[src/rtl/pair_imm_pkg.sv]
package pair_imm_pkg;

  // status byte bit positions
  localparam int FLAG_C = 0;
  localparam int FLAG_Z = 1;
  localparam int FLAG_N = 2;
  localparam int FLAG_V = 3;
  localparam int FLAG_S = 4;
  localparam int FLAG_H = 5;
  localparam int FLAG_T = 6;
  localparam int FLAG_I = 7;
  localparam int KEEP_LO = FLAG_H;
  localparam int KEEP_W  = 3;

  typedef enum logic [1:0] {
    PH_IDLE  = 2'd0,
    PH_READ  = 2'd1,
    PH_WRITE = 2'd2
  } phase_t;

  typedef struct packed {
    logic loadInstr;
    logic captureOperand;
    logic writeBack;
  } ctrlStrobes_t;

endpackage

[src/rtl/pair_imm_ctrl.sv]
module pair_imm_ctrl
  import pair_imm_pkg::*;
(
  input  logic         clk,
  input  logic         rstN,
  input  logic         start,
  output ctrlStrobes_t strobes,
  output logic         busy
);

  phase_t phase;
  phase_t phaseNext;

  always_comb begin
    phaseNext = phase;
    unique case (phase)
      PH_IDLE:  if (start) phaseNext = PH_READ;
      PH_READ:  phaseNext = PH_WRITE;
      PH_WRITE: phaseNext = PH_IDLE;
      default:  phaseNext = PH_IDLE;
    endcase
  end

  always_ff @(posedge clk or negedge rstN) begin
    if (!rstN) phase <= PH_IDLE;
    else       phase <= phaseNext;
  end

  always_comb begin
    strobes.loadInstr      = (phase == PH_IDLE) && start;
    strobes.captureOperand = (phase == PH_READ);
    strobes.writeBack      = (phase == PH_WRITE);
    busy                   = (phase != PH_IDLE);
  end

  // a read cycle is always followed by the write cycle
  a_r2_read_then_write: assert property (@(posedge clk) disable iff (!rstN)
    strobes.captureOperand |=> strobes.writeBack);

  // the write strobe lasts a single cycle and returns to idle
  a_r2_single_write: assert property (@(posedge clk) disable iff (!rstN)
    strobes.writeBack |=> !busy);

  // a launch only ever enters from idle
  a_r11_launch_from_idle: assert property (@(posedge clk) disable iff (!rstN)
    strobes.loadInstr |=> strobes.captureOperand);

  a_r2_phase_onehot: assert property (@(posedge clk) disable iff (!rstN)
    $onehot0({strobes.loadInstr, strobes.captureOperand, strobes.writeBack}));

endmodule

[src/rtl/pair_imm_dp.sv]
module pair_imm_dp
  import pair_imm_pkg::*;
#(
  parameter int BYTE_W    = 8,
  parameter int IDX_W     = 5,
  parameter int INSTR_W   = 16,
  parameter int IMM_W     = 6,
  parameter int PAIR_BASE = 24
) (
  input  logic               clk,
  input  logic               rstN,
  input  ctrlStrobes_t       strobes,
  input  logic [INSTR_W-1:0] instr,
  input  logic [BYTE_W-1:0]  flagsIn,
  input  logic [BYTE_W-1:0]  rdLo,
  input  logic [BYTE_W-1:0]  rdHi,
  output logic [IDX_W-1:0]   rdIdx,
  output logic [IDX_W-1:0]   wrIdx,
  output logic [BYTE_W-1:0]  wrLo,
  output logic [BYTE_W-1:0]  wrHi,
  output logic [BYTE_W-1:0]  flagsOut
);

  localparam int WORD_W   = 2 * BYTE_W;
  localparam int MSB      = WORD_W - 1;
  localparam int IMM_LO_W = 4;
  localparam int IMM_HI_W = IMM_W - IMM_LO_W;
  localparam int SEL_LSB  = IMM_LO_W;
  localparam int IMMH_LSB = SEL_LSB + 2;
  localparam int OP_BIT   = IMMH_LSB + IMM_HI_W;

  logic [INSTR_W-1:0] instrReg;
  logic [WORD_W-1:0]  operandReg;
  logic [KEEP_W-1:0]  keepReg;
  logic [IDX_W-1:0]   wrIdxReg;

  logic [1:0]         pairSel;
  logic [IMM_W-1:0]   immVal;
  logic               isSub;
  logic [WORD_W-1:0]  resultWord;
  logic               origTop;
  logic               resTop;
  logic               carryBit;
  logic               ovfBit;
  logic               zeroBit;

  // field decode from the captured instruction
  assign pairSel = instrReg[SEL_LSB +: 2];
  assign immVal  = {instrReg[IMMH_LSB +: IMM_HI_W], instrReg[0 +: IMM_LO_W]};
  assign isSub   = instrReg[OP_BIT];
  assign rdIdx   = IDX_W'(PAIR_BASE + 2 * int'(pairSel));

  always_ff @(posedge clk or negedge rstN) begin
    if (!rstN) begin
      instrReg <= '0;
    end else if (strobes.loadInstr) begin
      instrReg <= instr;
    end
  end

  always_ff @(posedge clk or negedge rstN) begin
    if (!rstN) begin
      operandReg <= '0;
      keepReg    <= '0;
      wrIdxReg   <= '0;
    end else if (strobes.captureOperand) begin
      operandReg <= {rdHi, rdLo};
      keepReg    <= flagsIn[KEEP_LO +: KEEP_W];
      wrIdxReg   <= rdIdx;
    end
  end

  always_comb begin
    if (isSub) resultWord = operandReg - WORD_W'(immVal);
    else       resultWord = operandReg + WORD_W'(immVal);
  end

  assign origTop = operandReg[MSB];
  assign resTop  = resultWord[MSB];
  assign zeroBit = (resultWord == '0);

  always_comb begin
    if (isSub) begin
      carryBit = resTop & ~origTop;
      ovfBit   = origTop & ~resTop;
    end else begin
      carryBit = origTop & ~resTop;
      ovfBit   = resTop & ~origTop;
    end
  end

  always_comb begin
    flagsOut                      = '0;
    flagsOut[FLAG_C]              = carryBit;
    flagsOut[FLAG_Z]              = zeroBit;
    flagsOut[FLAG_N]              = resTop;
    flagsOut[FLAG_V]              = ovfBit;
    flagsOut[FLAG_S]              = resTop ^ ovfBit;
    flagsOut[KEEP_LO +: KEEP_W]   = keepReg;
  end

  assign wrIdx = wrIdxReg;
  assign wrLo  = resultWord[0 +: BYTE_W];
  assign wrHi  = resultWord[BYTE_W +: BYTE_W];

  // written pair is the pair read one cycle earlier
  a_r3_write_idx: assert property (@(posedge clk) disable iff (!rstN)
    strobes.writeBack |-> wrIdx == $past(rdIdx));

  // an add moves the pair value by exactly the immediate
  a_r5_add_delta: assert property (@(posedge clk) disable iff (!rstN)
    (strobes.writeBack && !isSub) |->
      (({wrHi, wrLo} - $past({rdHi, rdLo})) == WORD_W'(immVal)));

  // a subtract moves the pair value down by exactly the immediate
  a_r5_sub_delta: assert property (@(posedge clk) disable iff (!rstN)
    (strobes.writeBack && isSub) |->
      (($past({rdHi, rdLo}) - {wrHi, wrLo}) == WORD_W'(immVal)));

  // zero flag agrees with the written bytes
  a_r8_zero_flag: assert property (@(posedge clk) disable iff (!rstN)
    strobes.writeBack |-> (flagsOut[FLAG_Z] == ({wrHi, wrLo} == '0)));

  // upper status bits come from the read-cycle input
  a_r10_keep_upper: assert property (@(posedge clk) disable iff (!rstN)
    strobes.writeBack |-> flagsOut[KEEP_LO +: KEEP_W] == $past(flagsIn[KEEP_LO +: KEEP_W]));

endmodule

[src/rtl/pair_imm_adder.sv]
module pair_imm_adder
  import pair_imm_pkg::*;
#(
  parameter int BYTE_W    = 8,
  parameter int IDX_W     = 5,
  parameter int INSTR_W   = 16,
  parameter int IMM_W     = 6,
  parameter int PAIR_BASE = 24
) (
  input  logic               clk,
  input  logic               rstN,
  input  logic               start,
  input  logic [INSTR_W-1:0] instr,
  input  logic [BYTE_W-1:0]  flagsIn,
  input  logic [BYTE_W-1:0]  regRdLo,
  input  logic [BYTE_W-1:0]  regRdHi,
  output logic [IDX_W-1:0]   regRdIdx,
  output logic               regWrEn,
  output logic [IDX_W-1:0]   regWrIdx,
  output logic [BYTE_W-1:0]  regWrLo,
  output logic [BYTE_W-1:0]  regWrHi,
  output logic               flagsWrEn,
  output logic [BYTE_W-1:0]  flagsOut,
  output logic               busy
);

  ctrlStrobes_t strobes;

  pair_imm_ctrl ctrl_i (
    .clk     (clk),
    .rstN    (rstN),
    .start   (start),
    .strobes (strobes),
    .busy    (busy)
  );

  pair_imm_dp #(
    .BYTE_W    (BYTE_W),
    .IDX_W     (IDX_W),
    .INSTR_W   (INSTR_W),
    .IMM_W     (IMM_W),
    .PAIR_BASE (PAIR_BASE)
  ) dp_i (
    .clk      (clk),
    .rstN     (rstN),
    .strobes  (strobes),
    .instr    (instr),
    .flagsIn  (flagsIn),
    .rdLo     (regRdLo),
    .rdHi     (regRdHi),
    .rdIdx    (regRdIdx),
    .wrIdx    (regWrIdx),
    .wrLo     (regWrLo),
    .wrHi     (regWrHi),
    .flagsOut (flagsOut)
  );

  assign regWrEn   = strobes.writeBack;
  assign flagsWrEn = strobes.writeBack;

endmodule

[config.mk]
export PLATFORM = sky130hd
export DESIGN_NAME = pair_imm_adder
export DESIGN_NICKNAME = d
export VERILOG_FILES = /design/src/rtl/pair_imm_pkg.sv /design/src/rtl/pair_imm_ctrl.sv /design/src/rtl/pair_imm_dp.sv /design/src/rtl/pair_imm_adder.sv
export SDC_FILE = /design/constraint.sdc
export NUM_CORES = 1
export LEC_CHECK = 0
export ABC_AREA = 0
export CORE_MARGIN = 5
export CORE_UTILIZATION = 32
export DETAILED_ROUTE_END_ITERATION = 8
export GPL_ROUTABILITY_DRIVEN = 0
export PLACE_DENSITY = 0.69
export SLEW_MARGIN = 30
export SYNTH_ARGS = -nofsm -noshare
export SYNTH_HDL_FRONTEND = slang
export SYNTH_SLANG_ARGS = --single-unit
[constraint.sdc]
create_clock -name clk -period 8.1 [get_ports clk]
set_input_delay 0.81 -clock clk [delete_from_list [all_inputs] [get_ports clk]]
set_output_delay 0.81 -clock clk [all_outputs]
set_load 0.01 [all_outputs]
==> reports/metrics.yaml <==
status: "finished clean"
wire_per_inst_um: 13.9
clock_sinks: 33
die_area_sq_um: 8900
ctsResizeCount: 0
vdd_ir_drop_max_uv: 180
final.min_clock_period_ns: 5.48
setup_viol: 0
regToRegEndpoint: "dp_i.instrReg[4]"
grt_pass1_wl_mm: 8.28
total_power_mw: 1.39
slew_viol_final: 0
final_cell_mix: "clkdlybuf4s50_1 (63), dfrtp_1 (33), mux2_2 (27)"
finalCoreUtilization: 0.443
hpwlAfterDp_mm: 4.18
syn_inst: 227
max_freq_mhz: 182
placed_area_sq_um: 2930
grt-ovfl-total: 0
antenna_found_initial: 0
nNetsFinal: 343
r2r-start: "ctrl_i.phase[0]"
synth_enable_flop_cells: 0
cts.clk_slew.worst_paths_ns: 0.07
power.leakage_nw: 1.26
period_share: 0.677
wl_mm: 5.26
holdPathStages: 1
cp.arrival_ns: 4.67
hold_class: "flip-flop to flip-flop"
ys_warn_count: 0
htreeDepth: 2
synthArstFlopShare: 1.00
critPathCaptureType: "output pin"
required_ns: 7.29
n_antenna_cell: 0
ant_nets: 0
yosysSeqAreaShare: 0.363
cp-start-kind: "flip-flop"
first_pass_iters: 4
critical_path_class: "flip-flop to output pin"
yosysUniqueCellTypes: 47
power_density_nw_per_um2: 456
initial_core_util: 0.331
drive_above_1_share: 0.155
regToRegSetupSlack_ns: 6.45
tightest_slew_ns: 0.578
synth-seq-cells: 33
maxCapViolCount: 0
relSlewSlack: 0.615
vias_per_cell: 4.85
reg2reg_depth: 3
synth_area_per_cell_sq_um: 10.0
fp.dieW_um: 94.3
port_buffers: 63
synth_top_flop_cell: "dfrtp_1"
grt_pass1_vias: 1795
dp.cells: 371
syn_area_sq_um: 2280
numCtsBuffers: 5
rsz0062_at_grt: "no"
core_sq_um: 6870
finalSetupTns_ns: 0
crit_fanout: 8
skew_ns: 0.00404
ioPinCount: 80
final_cells: 379
cts_tree: "done"
rows: 30
grt_max_degree: 34
dp_slack_ns: 2.93
cts_setup_buffers: 0
holdCritStartpoint: "dp_i.wrIdx[3]"
setup_ws_ns: 2.62
ctsHoldBuffers: 0
final-hold-violation-count: 0
min_to: "dp_i.wrIdx[3]"
dieHeight_um: 94.3
grt_use_total: 0.119
cts_max_path_buffers: 2
final_common_cell: "clkdlybuf4s50_1"
drc_errors: 0
area_delta_synth_final_pct: 33.8
final_cell_area_sq_um: 3040
drt_iter0_drc: 58
worstSkewPairLatency_ns: 0.28
hold_ws_ns: 0.491
num_vias: 1837
cts-root-buf: "clkbuf_8"
[synth_stat cells, drive strengths merged, types with 2 or more instances]
cell type | instances | area (sq um)
dfrtp | 33 | 826
mux2 | 27 | 304
nor2 | 21 | 78.8
ha | 17 | 213
buf | 14 | 97.6
o21ai | 12 | 60.1
xnor2 | 11 | 96.3
nand2 | 10 | 37.5
inv | 9 | 33.8
a21oi | 8 | 40.0
xor2 | 5 | 43.8
nand2b | 4 | 25.0
nor2b | 4 | 25.0
nor3 | 4 | 20.0
a211oi | 3 | 22.5
a21o | 3 | 22.5
clkbuf | 3 | 11.3
nand3 | 3 | 15.0
nor4 | 3 | 25.0
o21a | 3 | 22.5
a2111oi | 2 | 17.5
a31o | 2 | 17.5
and3 | 2 | 12.5
conb | 2 | 7.51
mux2i | 2 | 20.0
o22ai | 2 | 18.8
or2 | 2 | 12.5
or3 | 2 | 17.5
[worst max-delay path, stage by stage, from the launching register on]
cell and delay (ns):
dfrtp_1 0.40, inv_1 0.10, nand2_1 0.08, nor4_1 0.43
ha_1 0.34, mux2i_1 0.14, ha_1 0.34, o21a_1 0.22
nor2_1 0.13, o221ai_1 0.12, o21ai_1 0.22, xnor2_1 0.15
or4_1 0.52, or4b_1 0.49, nor4_2 0.14, clkdlybuf4s50_1 0.57
[area by class of cell]
cell class	instances	area (sq um)
inverters	9	33.8
fillers	677	3820
repair buffers	64	638
clock inverters	1	30.0
flip-flops and latches	33	826
multi-input cells	169	1310
well taps	96	120
clock buffers	7	86.3
[kinds of logic (layout without fill, tap and decap cells)]
family,count (synthesis),after routing,share of synthesized area
xor+xnor,16,16,0.0616
simple gates,60,60,0.136
other cells,2,4,0.00330
flops,33,33,0.363
fa+ha+maj,18,18,0.102
compound gates,42,42,0.125
buf+inv,27,81,0.0671
mux,29,29,0.142
[state kept, by name (all words and copies together) (netlist names)]
signal and flops:
ctrl_i.phase 2, dp_i.operandReg 16, dp_i.instrReg 9, dp_i.keepReg 3
dp_i.wrIdx 3
[layer usage]
| layer | part of all wire | up-vias | GRT usage |
|---|---|---|---|
| met1 | 0.43 | 882 | 0.135 |
| met3 | 0.053 | 6 | 0.0287 |
| li1 | - | 905 | - |
| met2 | 0.51 | 44 | 0.217 |
| met4 | 0.012 | 0 | 0.0397 |
| met5 | 0 | - | 0 |
[how the worst max path moves through the flow]
| stage | from | endpoint | depth (start not counted) | slack, ns |
|---|---|---|---|---|
| after CTS | dp_i.instrReg[0] | flagsOut[1] | 15 | 2.60 |
| after floorplan | dp_i.instrReg[2] | flagsOut[1] | 12 | 3.71 |
| final | dp_i.instrReg[0] | flagsOut[1] | 15 | 2.62 |
| after global placement | dp_i.instrReg[0] | flagsOut[1] | 15 | 2.97 |
| after detailed placement | dp_i.instrReg[0] | flagsOut[1] | 15 | 2.93 |
| after global routing | dp_i.instrReg[0] | flagsOut[1] | 14 | 2.24 |
[where the power goes]
part / internal [mW] / switching [mW] / total [mW]
clock network: 0.100 / 0.0578 / 0.158
logic: 0.513 / 0.465 / 0.978
registers: 0.215 / 0.0378 / 0.253
(Power assumes the default switching activity.)
